`config.mk`:
```
export PLATFORM = sky130hd
export DESIGN_NAME = srg_clkgen
export DESIGN_NICKNAME = d
export VERILOG_FILES = /design/src/rtl/srg_pkg.sv /design/src/rtl/srg_fs_detect.sv /design/src/rtl/srg_clk_div.sv /design/src/rtl/srg_frame_gen.sv /design/src/rtl/srg_clkgen.sv
export SDC_FILE = /design/constraint.sdc
export NUM_CORES = 1
export LEC_CHECK = 0
export BUFFER_PORTS_ARGS = -buffer_cell sky130_fd_sc_hd__buf_2
export CORE_UTILIZATION = 36
export CTS_BUF_LIST = sky130_fd_sc_hd__clkbuf_16
export DETAILED_ROUTE_END_ITERATION = 10
export PLACE_DENSITY = 0.55
export SYNTH_ARGS = -nofsm -noshare
export SYNTH_HDL_FRONTEND = slang
export SYNTH_SLANG_ARGS = --single-unit
```
`constraint.sdc`:
```
create_clock -name clk_i -period 2.28 [get_ports clk_i]
set_input_delay 0.456 -clock clk_i [delete_from_list [all_inputs] [get_ports clk_i]]
set_output_delay 0.456 -clock clk_i [all_outputs]
set_load 0.01 [all_outputs]
```
`src/rtl/srg_pkg.sv`:
```
package srg_pkg;
  // Polarity of the external frame-sync pin.
  typedef enum logic {
    FS_HIGH_ACTIVE = 1'b0,
    FS_LOW_ACTIVE  = 1'b1
  } fs_pol_e;
endpackage

```
`src/rtl/srg_fs_detect.sv`:
```
// Synchronizes the external frame-sync pin, applies polarity and
// flags an inactive-to-active transition when armed.
module srg_fs_detect
  import srg_pkg::*;
#(
  parameter int unsigned STAGES = 2
) (
  input  logic clk_i,
  input  logic rst_ni,
  input  logic pin_i,
  input  logic act_low_i,
  input  logic arm_i,
  output logic evt_o
);
  logic [STAGES-1:0] sync_q, sync_d;
  logic              act_q, act_d;
  logic              level;

  generate
    if (STAGES == 1) begin : g_one
      always_comb sync_d = pin_i;
    end else begin : g_chain
      always_comb sync_d = {sync_q[STAGES-2:0], pin_i};
    end
  endgenerate

  always_comb begin
    level = sync_q[STAGES-1] ^ (fs_pol_e'(act_low_i) == FS_LOW_ACTIVE);
    act_d = level;
    evt_o = arm_i & level & ~act_q;
  end

  // act_q resets to "active" so a level present at reset is not an edge.
  always_ff @(posedge clk_i or negedge rst_ni) begin
    if (!rst_ni) begin
      sync_q <= '0;
      act_q  <= 1'b1;
    end else begin
      sync_q <= sync_d;
      act_q  <= act_d;
    end
  end
endmodule

```
`src/rtl/srg_clk_div.sv`:
```
// Divide-by-(div+1) phase counter with a high-first output clock.
module srg_clk_div #(
  parameter int unsigned DIV_W = 8
) (
  input  logic             clk_i,
  input  logic             rst_ni,
  input  logic [DIV_W-1:0] div_i,
  input  logic             restart_i,
  output logic             bclk_o,
  output logic             tick_o
);
  logic [DIV_W-1:0] cnt_q, cnt_d;
  logic [DIV_W:0]   high_len;

  always_comb begin
    high_len = ({1'b0, div_i} + (DIV_W+1)'(2)) >> 1;
    bclk_o   = {1'b0, cnt_q} < high_len;
    tick_o   = cnt_q >= div_i;
    if (restart_i || tick_o) cnt_d = '0;
    else                     cnt_d = cnt_q + 1'b1;
  end

  always_ff @(posedge clk_i or negedge rst_ni) begin
    if (!rst_ni) cnt_q <= '0;
    else         cnt_q <= cnt_d;
  end
endmodule

```
`src/rtl/srg_frame_gen.sv`:
```
// Counts divided-clock cycles inside a frame. In hold mode the count
// saturates at IDLE instead of wrapping, so only a restart starts a frame.
module srg_frame_gen #(
  parameter int unsigned WID_W = 8,
  parameter int unsigned PER_W = 12
) (
  input  logic             clk_i,
  input  logic             rst_ni,
  input  logic             tick_i,
  input  logic             restart_i,
  input  logic             hold_i,
  input  logic [WID_W-1:0] wid_i,
  input  logic [PER_W-1:0] per_i,
  output logic             fs_o
);
  localparam logic [PER_W-1:0] IDLE = '1;

  logic [PER_W-1:0] fcnt_q, fcnt_d;

  always_comb begin
    fcnt_d = fcnt_q;
    if (restart_i) begin
      fcnt_d = '0;
    end else if (tick_i) begin
      if (hold_i) fcnt_d = (fcnt_q == IDLE)  ? IDLE : fcnt_q + 1'b1;
      else        fcnt_d = (fcnt_q >= per_i) ? '0   : fcnt_q + 1'b1;
    end
    fs_o = fcnt_q <= {{(PER_W-WID_W){1'b0}}, wid_i};
  end

  always_ff @(posedge clk_i or negedge rst_ni) begin
    if (!rst_ni) fcnt_q <= IDLE;
    else         fcnt_q <= fcnt_d;
  end
endmodule

```
`src/rtl/srg_clkgen.sv`:
```
module srg_clkgen #(
  parameter int unsigned DIV_W       = 8,
  parameter int unsigned WID_W       = 8,
  parameter int unsigned PER_W       = 12,
  parameter int unsigned SYNC_STAGES = 2
) (
  input  logic             clk_i,
  input  logic             rst_ni,
  input  logic             fs_pin_i,
  input  logic             fs_act_low_i,
  input  logic [DIV_W-1:0] div_i,
  input  logic [WID_W-1:0] wid_i,
  input  logic [PER_W-1:0] per_i,
  input  logic             sync_en_i,
  output logic             bclk_o,
  output logic             bclk_en_o,
  output logic             fsg_o
);
  logic sync_evt;

  srg_fs_detect #(.STAGES(SYNC_STAGES)) u_det (
    .clk_i     (clk_i),
    .rst_ni    (rst_ni),
    .pin_i     (fs_pin_i),
    .act_low_i (fs_act_low_i),
    .arm_i     (sync_en_i),
    .evt_o     (sync_evt)
  );

  srg_clk_div #(.DIV_W(DIV_W)) u_div (
    .clk_i     (clk_i),
    .rst_ni    (rst_ni),
    .div_i     (div_i),
    .restart_i (sync_evt),
    .bclk_o    (bclk_o),
    .tick_o    (bclk_en_o)
  );

  srg_frame_gen #(.WID_W(WID_W), .PER_W(PER_W)) u_frm (
    .clk_i     (clk_i),
    .rst_ni    (rst_ni),
    .tick_i    (bclk_en_o),
    .restart_i (sync_evt),
    .hold_i    (sync_en_i),
    .wid_i     (wid_i),
    .per_i     (per_i),
    .fs_o      (fsg_o)
  );
endmodule

```
==> out/results.tsv, run 1 <==
metric	value	unit
violations	negative setup slack	
pwr_density_cell	601	nW/µm²
drive_gt1_frac	0.377	
numCtsBuffers	3	
yosysMostFrequentCell	ha_1	
fin_ws	-0.0414	ns
async_flop_share	1.00	
clk_pin_slew_worst_paths	0.06	ns
rows	28	
syn_area	2230	µm²
critPathBufInv	3	
synthesis.nets	312	
synth_enable_flop_cells	0	
status	finished with violations	
cts.htree.levels	1	
coreArea	5960	µm²
die_w	80.8	µm
fin_nets	374	
period_share	1.02	
grt_pass1_wl	7.78	mm
fin_util	0.478	
end_kind	primary output	
fill_cells	587	
rrSetupSlack	0.16	ns
grt.total_usage	0.154	
slowest_delay	0.25	ns
clk-insertion-delay-late	0.26	ns
die_area	6520	µm²
ys.flop_type	dfstp_2	
numPortBuffers	35	
path_cells	buf_6, ha_4, inv_2, ha_4, o21a_1, o21a_1, o21ai_2, a21oi_2, o41ai_2, buf_2	
root_buffer	clkbuf_16	
cts_hold_buf	0	
fin_setup_tns	-0.0577	ns
cts_max_path_buffers	2	
syn_to_final_growth	27.5	%
setup_viol	2	
drv_slew	0	
via_count	1849	
fin_skew	0.00362	ns
antenna_cells	0	
grt_overflow	0	
worst_pin_slew	0.516	ns
worstSetupStartpointType	primary input	
drv_cap	0	
synth.area.top_cells	ha_1 (21%), dfstp_2 (15%), dfrtp_1 (11%)	
crit_start	div_i[2]	
rsz0062_at_grt	true	
design_area	2850	µm²
crit_required	1.82	ns
ys_warn_count	0	
synthTopCellsByCount	ha_1 (38), inv_1 (32), nor2_1 (22)	
syn_inst	241	
min_period	2.32	ns
reg2reg_depth	8	
cts_tree	built	
hold_viol_final	0	
power	1.71	mW
ys_seq_area_frac	0.265	
crit_family	compound AO/OA/AOI/OAI gates	
worst_ep_arrival_time	1.87	ns
antenna_left	0	
clkSinkCount	23	
critPathKind	in2out	
power.leakage	1.41	nW
drt_wl_total	4.67	mm
yosysTopAreaCellShare	0.213	
syn_area_per_cell	9.27	µm²
r2r_start	u_frm.fcnt_q[0]	
max_freq	431	MHz
via_per_inst	4.90	
drc	0	
synth.distinct_cells	50	
relSlewSlack	0.656	
antenna_found_initial	0	
dp_hpwl	3.65	mm
dpl-instance-area	2630	µm²
place_congestion	0.831	
synth_top_cell_by_area	ha_1	
grt_pass1_vias	1717	
synth_seq_cells	23	
hold_ws	0.171	ns
wl_per_cell	12.4	µm
rr_endpoint	u_frm.fcnt_q[8]	
cp.depth	10	
first_pass_iters	4	
drtIter0Drc	78	
die_h	80.8	µm
crit_path_top_delay_cell	ha_4	
start_util	0.375	
peakVddDrop	0.000349	V
ios	36	
hold_class	in2async	
path_max_fanout	2	
grt_max_degree	24	
## metal layers
metal,share of wire,track usage,vias to the layer above
li1,-,-,980
met1,0.51,0.218,841
met2,0.45,0.244,23
met3,0.024,0.0270,5
met4,0.0086,0.0321,0
met5,0,0,-
## repair_timing
item,4_1_cts,5_1_grt
buffers inserted,4,0
setup endpoints to repair,3,3
gates resized for setup,10,11
pin swaps,3,0
## placed cells by master, fill, tap and decap left out, types with 2 or more instances in the layout
cell type,count
dfstp_2,13
a21o_1,7
nand4_1,5
nor2_1,22
inv_2,2
a21oi_2,6
nand2b_4,2
ha_1,33
a21oi_4,2
o21ai_2,2
o21ai_1,8
clkbuf_16,3
xnor2_1,7
o2bb2ai_1,4
a21oi_1,8
buf_4,24
ha_4,5
o22ai_2,2
nand3_1,14
nand3_2,2
and4_1,2
dfrtp_1,10
buf_2,32
nand2_1,8
nand2b_1,3
nand2_2,2
inv_1,31
o21a_1,3
nor3_1,4
and3_1,3
buf_6,4
a31oi_1,2
xor2_1,5
## power by group
part,internal (mW),switching (mW)
sequential,0.495,0.103
clock,0.234,0.137
combinational,0.391,0.351
## state kept, by name, summed over array words and instances, names as in the netlist
register and flops:
u_det.act_q 1, u_det.sync_q 2, u_div.cnt_q 8, u_frm.fcnt_q 12
## final cells by class
cell class              instances  area (µm²)  share of cell area
repair buffers                 60         385               0.135
inverters                      32         120              0.0422
multi-input cells             183        1580               0.554
clock inverters                 1        3.75             0.00132
flip-flops and latches         23         592               0.208
well taps                      75        93.8              0.0330
clock buffers                   3        75.1              0.0264
## per-stage QoR
| step | setup WS (ns) | instances |
|---|---|---|
| floorplan | 0.0671 | 241 |
| global placement | -0.225 | 369 |
| detailed placement | -0.234 | 369 |
| CTS | -0.183 | 377 |
| global route | -0.118 | 377 |
| finish | -0.0414 | 377 |
## kinds of logic after synthesis
logic type	share of synthesized area
simple gates	0.195
compound gates	0.206
fa+ha+maj	0.213
buf+inv	0.0700
flops	0.265
xor+xnor	0.0471
mux	0.00448
## how the worst max path moves through the flow
stage	to
after floorplan	bclk_o
after global placement	bclk_o
after detailed placement	bclk_o
after CTS	bclk_o
after global routing	fsg_o
final	bclk_o
Power figures use the tool's default switching activity.
==> inputs of run 2 (changes only) <==
- CORE_ASPECT_RATIO: default -> 0.6
==> run 2 against run 1 <==
Compared with the run above:
- the run still ends with negative setup slack left
- final cell count is 1.3% higher
- fmax is 2.7% lower
- worst hold slack better by 0.0060 ns
- final area hardly changed
- clock-buffer cell count stayed put
- first-iteration DRC count is 6.4% lower
- via count is 1.2% lower
- sequential power is 0.8% lower
- global-route usage is 0.12 points lower
- critical path type unchanged
- largest cell class unchanged
==> out/results.tsv, run 2 (synthesis gave the netlist of run 1 again) <==
metric	value	unit	change
status	finished with violations		
violations	negative setup slack		
end_kind	primary output		
mostFrequentLayoutCell	ha_1		
fin_nets	374		unchanged
start_util	0.386		+0.0114
power.share.switching	0.353		+0.00728
cts_tree	built		
via_per_inst	4.78		-2.5%
fin_ws	-0.105	ns	-0.0637 ns
crit_path_top_delay_cell	ha_4		
grt_max_degree	24		unchanged
slowest_delay	0.25	ns	about the same
min_period	2.39	ns	+0.0637 ns
clk_pin_slew_worst_paths	0.06	ns	about the same
antenna_cells	0		unchanged
place_congestion	0.797		-4.2%
coreArea	5780	µm²	-2.9%
numCtsBuffers	3		unchanged
instances_no_fill	382		+1.3%
fin_setup_tns	-0.105	ns	-0.0474 ns
grt_pass1_vias	1600		-6.8%
fin_util	0.492		+0.0143
drv_cap	0		unchanged
multi_input_area	1580	µm²	about the same
dp.cells	377		+2.2%
antenna_left	0		unchanged
first_pass_iters	4		unchanged
pwr_density_cell	608	nW/µm²	+1.2%
mostFrequentLayoutCells	ha_1 (34), buf_2 (33), inv_1 (31)		
combPwrFrac	0.442		+0.008
largest_reg_flops	12		unchanged
grt_overflow	0		unchanged
worstSetupStartpointType	primary input		
syn_to_final_growth	27.4	%	about the same
wl_per_cell	12.9	µm	+4.4%
via_count	1826		-1.2%
crit_required	1.82	ns	about the same
worst_pin_slew	0.523	ns	+0.00786 ns
p_switching	0.611	mW	+3.3%
period_share	1.05		+0.0279
rows	21		-25%
cts_max_path_buffers	2		unchanged
relSlewSlack	0.651		-0.00524
dpl-instance-area	2660	µm²	+1.1%
reg_top3	u_frm.fcnt_q (12), u_div.cnt_q (8), u_det.sync_q (2)		
hold_viol_final	0		unchanged
p_seq_frac	0.343		-0.007
drive_gt1_frac	0.381		+0.00331
drtIter0Drc	73		-6.4%
path_cells	buf_6, ha_4, inv_2, ha_4, o21a_1, o21a_1, o21ai_2, a21oi_2, o41ai_2, buf_2		
grt.total_usage	0.153		-0.00117
worst_ep_arrival_time	1.93	ns	+0.06 ns
clk-insertion-delay-late	0.26	ns	about the same
dp_hpwl	3.86	mm	+5.7%
root_buffer	clkbuf_16		
design_area	2850	µm²	about the same
clkSinkCount	23		unchanged
regArea	592	µm²	unchanged
drc	0		unchanged
setup_viol	1		-1
cts.htree.levels	1		unchanged
path_max_fanout	2		unchanged
rsz0062_at_grt	true		
numPortBuffers	35		unchanged
die_w	104	µm	+28%
antenna_found_initial	0		unchanged
die_area	6530	µm²	+0.16%
drt_wl_total	4.94	mm	+5.8%
power	1.73	mW	+1.2%
largest-register	u_frm.fcnt_q		
ios	36		unchanged
power.leakage	1.42	nW	+0.12%
critPathKind	in2out		
hold_class	in2async		
peakVddDrop	0.000317	V	-9.1%
p_clk_frac	0.215		-0.002
fill_cells	558		-4.9%
grt_pass1_wl	8.00	mm	+2.8%
intPower	1.12	mW	about the same
fin_skew	0.00717	ns	+0.00355 ns
drv_slew	0		unchanged
die_h	63.0	µm	-22%
max_freq	419	MHz	-2.7%
run 2: cell counts in the layout (fill, tap and decap cells not counted):
No cell type changed its count.
run 2: critical path, delay by kind of cell:
kind            cells  cell delay, ns
fa+ha+maj           2            0.45
buf+inv             3            0.31
compound gates      5            0.70
run 2: final cells by class:
| cell class | count | area share |
|---|---|---|
| clock inverters | 1 | 0.00132 |
| repair buffers | 60 | 0.133 |
| inverters | 32 | 0.0422 |
| flip-flops and latches | 23 | 0.208 |
| well taps | 80 | 0.0352 |
| clock buffers | 3 | 0.0264 |
| multi-input cells | 183 | 0.554 |
run 2: stage by stage:
step / hold WS (ns) / setup slack (ns)
2_1_floorplan: 0.160 / 0.0671
3_3_place_gp: 0.334 / -0.230
3_5_place_dp: 0.352 / -0.259
4_1_cts: 0.185 / -0.180
5_1_grt: 0.211 / -0.171
6_report: 0.177 / -0.105
run 2: power groups by stage:
stage / registers, mW / logic, mW / clock network (mW)
after floorplan: 0.573 / 0.472 / 0
after global placement: 0.592 / 0.671 / 0
after detailed placement: 0.594 / 0.684 / 0
after CTS: 0.585 / 0.722 / 0.386
after global routing: 0.605 / 0.855 / 0.402
final: 0.593 / 0.766 / 0.372
run 2: layer usage:
metal  global-route usage  vias to the layer above  wire [µm]
li1                     -                      974          -
met1                0.257                      819       2850
met2                0.194                       30       1830
met3               0.0313                        3        237
met4               0.0161                        0         12
met5                    0                        -          0
run 2: path summary, 6_finish.rpt:
kind	endpoint	cells past startpoint	slack [ns]	startpoint
hold reg to reg	u_det.sync_q[1]	0	0.36	u_det.sync_q[0]
setup / recovery	bclk_o	10	-0.11	div_i[2]
max in group asynchronous	u_frm.fcnt_q[7]	1	1.74	rst_ni
min in group clk_i	u_det.sync_q[0]	1	0.31	fs_pin_i
setup reg to reg	u_frm.fcnt_q[9]	7	0.16	u_frm.fcnt_q[1]
hold / removal	u_div.cnt_q[7]	1	0.18	rst_ni
run 2: what timing repair did:
| action | in CTS | in global routing |
|---|---|---|
| hold buffers | 0 | 0 |
| pin swaps | 1 | 3 |
| endpoints found under the setup margin | 2 | 6 |
| gates resized for setup | 9 | 14 |
| buffers inserted | 1 | 0 |
==> inputs of run 3 (changes only) <==
--- a/config.mk
+++ b/config.mk
@@ -9,6 +9,6 @@
 export CORE_ASPECT_RATIO = 0.6
-export CORE_UTILIZATION = 36
+export CORE_UTILIZATION = 55
 export CTS_BUF_LIST = sky130_fd_sc_hd__clkbuf_16
 export DETAILED_ROUTE_END_ITERATION = 10
-export PLACE_DENSITY = 0.55
+export PLACE_DENSITY = 0.78
 export SYNTH_ARGS = -nofsm -noshare
==> constraint.sdc (replaced) <==
create_clock -name clk_i -period 2.28 [get_ports clk_i]
set_input_delay 0.114 -clock clk_i [delete_from_list [all_inputs] [get_ports clk_i]]
set_output_delay 0.114 -clock clk_i [all_outputs]
set_load 0.01 [all_outputs]
==> run 3 against run 2 <==
Compared with the run above:
- the run ends with design-rule violations left
- core utilization is 19 points higher
- clock-buffer cell count unchanged
- die area decreased by 34%
- via count up 2.8%
- critical path depth shrank 2
- largest cell class unchanged
- highest routed layer unchanged
==> out/results.tsv, run 3 (synthesis gave the netlist of run 1 again) <==
metric	value	unit	change
peakVddDrop	0.000514	V	+62%
r2r_start	u_frm.fcnt_q[0]		
numCtsBuffers	3		unchanged
hold_viol_final	0		unchanged
clkSinkCount	23		unchanged
cts.htree.levels	1		unchanged
start_util	0.590		+0.204
crit_path_end	u_frm.fcnt_q[6]		
min_from	fs_act_low_i		
die_w	84.3	µm	-19%
grtUsageMet2	0.381		+0.187
worst_pin_slew	0.533	ns	+0.00953 ns
path_max_fanout	8		+6
grt_max_degree	25		+4.2%
p_clk_frac	0.234		+0.019
busiest_layer	met1		
relSlewSlack	0.645		-0.00636
dpl-instance-area	2490	µm²	-6.3%
syn_to_final_growth	16.5	%	
violations	design-rule violations		
reg_top3	u_frm.fcnt_q (12), u_div.cnt_q (8), u_det.sync_q (2)		
p_switching	0.571	mW	-6.6%
critPathKind	reg2reg		
cts_max_path_buffers	2		unchanged
antenna_found_initial	0		unchanged
gr-usage-met1	0.404		+0.147
drive_gt1_frac	0.300		-0.0811
rsz0062_at_grt	false		
cts_tree	built		
end_kind	register		
drv_cap	0		unchanged
rows	17		-19%
max_freq	456	MHz	+8.7%
root_buffer	clkbuf_16		
dp_hpwl	4.07	mm	+5.4%
grt.total_usage	0.259		+0.106
wl_per_cell	15.0	µm	+16%
intPower	1.05	mW	-6.6%
ios	36		unchanged
setup_viol	0		-1
drt_wl_total	5.01	mm	+1.6%
power.leakage	1.33	nW	-6.0%
numPortBuffers	35		unchanged
die_h	51.4	µm	-18%
mostFrequentLayoutCell	ha_1		
fin_skew	0.00544	ns	-0.00173 ns
worst_ep_arrival_time	2.38	ns	+0.45 ns
rr_endpoint	u_frm.fcnt_q[6]		
pwr_density_cell	621	nW/µm²	+2.1%
grt_overflow	0		unchanged
pre_cts_slack	0.111	ns	+0.370 ns
min_period	2.19	ns	-0.190 ns
clk_pin_slew_worst_paths	0.06	ns	about the same
reg2reg_depth	8		+1
rrSetupSlack	0.09	ns	-0.07 ns
die_area	4330	µm²	-34%
clk-insertion-delay-late	0.26	ns	about the same
via_per_inst	5.62		+18%
antenna_cells	0		unchanged
drc	8		+8
status	finished with violations		
period_share	0.963		-0.0834
combPwrFrac	0.407		-0.035
crit_required	2.47	ns	+0.65 ns
crit_start	u_frm.fcnt_q[0]		
drv_slew	0		unchanged
grt_pass1_wl	8.47	mm	+6.0%
hold_class	in2reg		
fin_setup_tns	0	ns	+0.105 ns
fin_util	0.687		+0.195
coreArea	3790	µm²	-35%
fill_cells	320		-43%
power.share.switching	0.353		about the same
drtIter0Drc	138		+89%
design_area	2600	µm²	-8.6%
grt_util_met3	0.0404		+0.00911
grt_pass1_vias	1754		+9.6%
largest_reg_flops	12		unchanged
largest-register	u_frm.fcnt_q		
via_count	1878		+2.8%
place_congestion	0.842		+5.7%
antenna_left	0		unchanged
fin_ws	0.0851	ns	+0.190 ns
fin_nets	359		-4.0%
first_pass_iters	7		+3
p_seq_frac	0.359		+0.016
worstSetupStartpointType	register		
mostFrequentLayoutCells	ha_1 (38), buf_2 (35), inv_1 (33)		
hold_ws	0.0297	ns	-0.147 ns
-- run 3: cell count changes in the layout (fill, tap and decap cells not counted), sizes merged --
| cell | delta |
|---|---|
| buf | -17 |
| dlygate4sd3 | +2 |
-- run 3: power groups by stage --
stage	combinational (mW)	clock [mW]	sequential (mW)
after floorplan	0.470	0	0.573
after global placement	0.628	0	0.582
after detailed placement	0.648	0	0.584
after CTS	0.656	0.387	0.578
after global routing	0.739	0.404	0.594
final	0.658	0.378	0.580
-- run 3: routing by layer --
metal  vias to the layer above  part of all wire
met5                         -                 0
met4                         0            0.0022
met3                         3             0.045
met2                        52              0.39
met1                       873              0.56
li1                        950                 -
-- run 3: cell type report --
type	instances	area, µm²	share of cell area
repair buffers	45	255	0.0981
well taps	47	58.8	0.0226
multi-input cells	183	1500	0.575
clock inverters	1	3.75	0.00144
inverters	32	120	0.0462
flip-flops and latches	23	592	0.228
clock buffers	3	75.1	0.0289
-- run 3: worst min path at each step --
stage	to	slack, ns	cells after the start
5_1_grt	u_det.act_q	0.03	2
4_1_cts	u_det.act_q	0.03	2
2_1_floorplan	u_det.sync_q[0]	-0.18	0
3_5_place_dp	u_div.cnt_q[6]	0.13	1
3_3_place_gp	u_div.cnt_q[7]	0.12	1
6_report	u_det.act_q	0.03	2
-- run 3: per-stage QoR --
stage               total power, mW  std cells
floorplan                      1.04        241
global placement               1.21        328
detailed placement             1.23        328
CTS                            1.62        334
global route                   1.74        334
finish                         1.62        334
-- run 3: critical path, stage by stage (launching register included) --
cell	delay, ns
dfstp_2	0.56
inv_1	0.08
ha_1	0.27
nand2b_4	0.15
a2111oi_4	0.35
o311a_4	0.28
nand3_4	0.13
o21ai_1	0.16
o2bb2ai_1	0.13
-- run 3: timing repair --
item / 4_1_cts / 5_1_grt
endpoints found under the setup margin: 0 / 2
gates resized for setup: 0 / 2
hold endpoints to repair: 11 / 0
hold buffers: 2 / 0
buffers inserted: 0 / 0
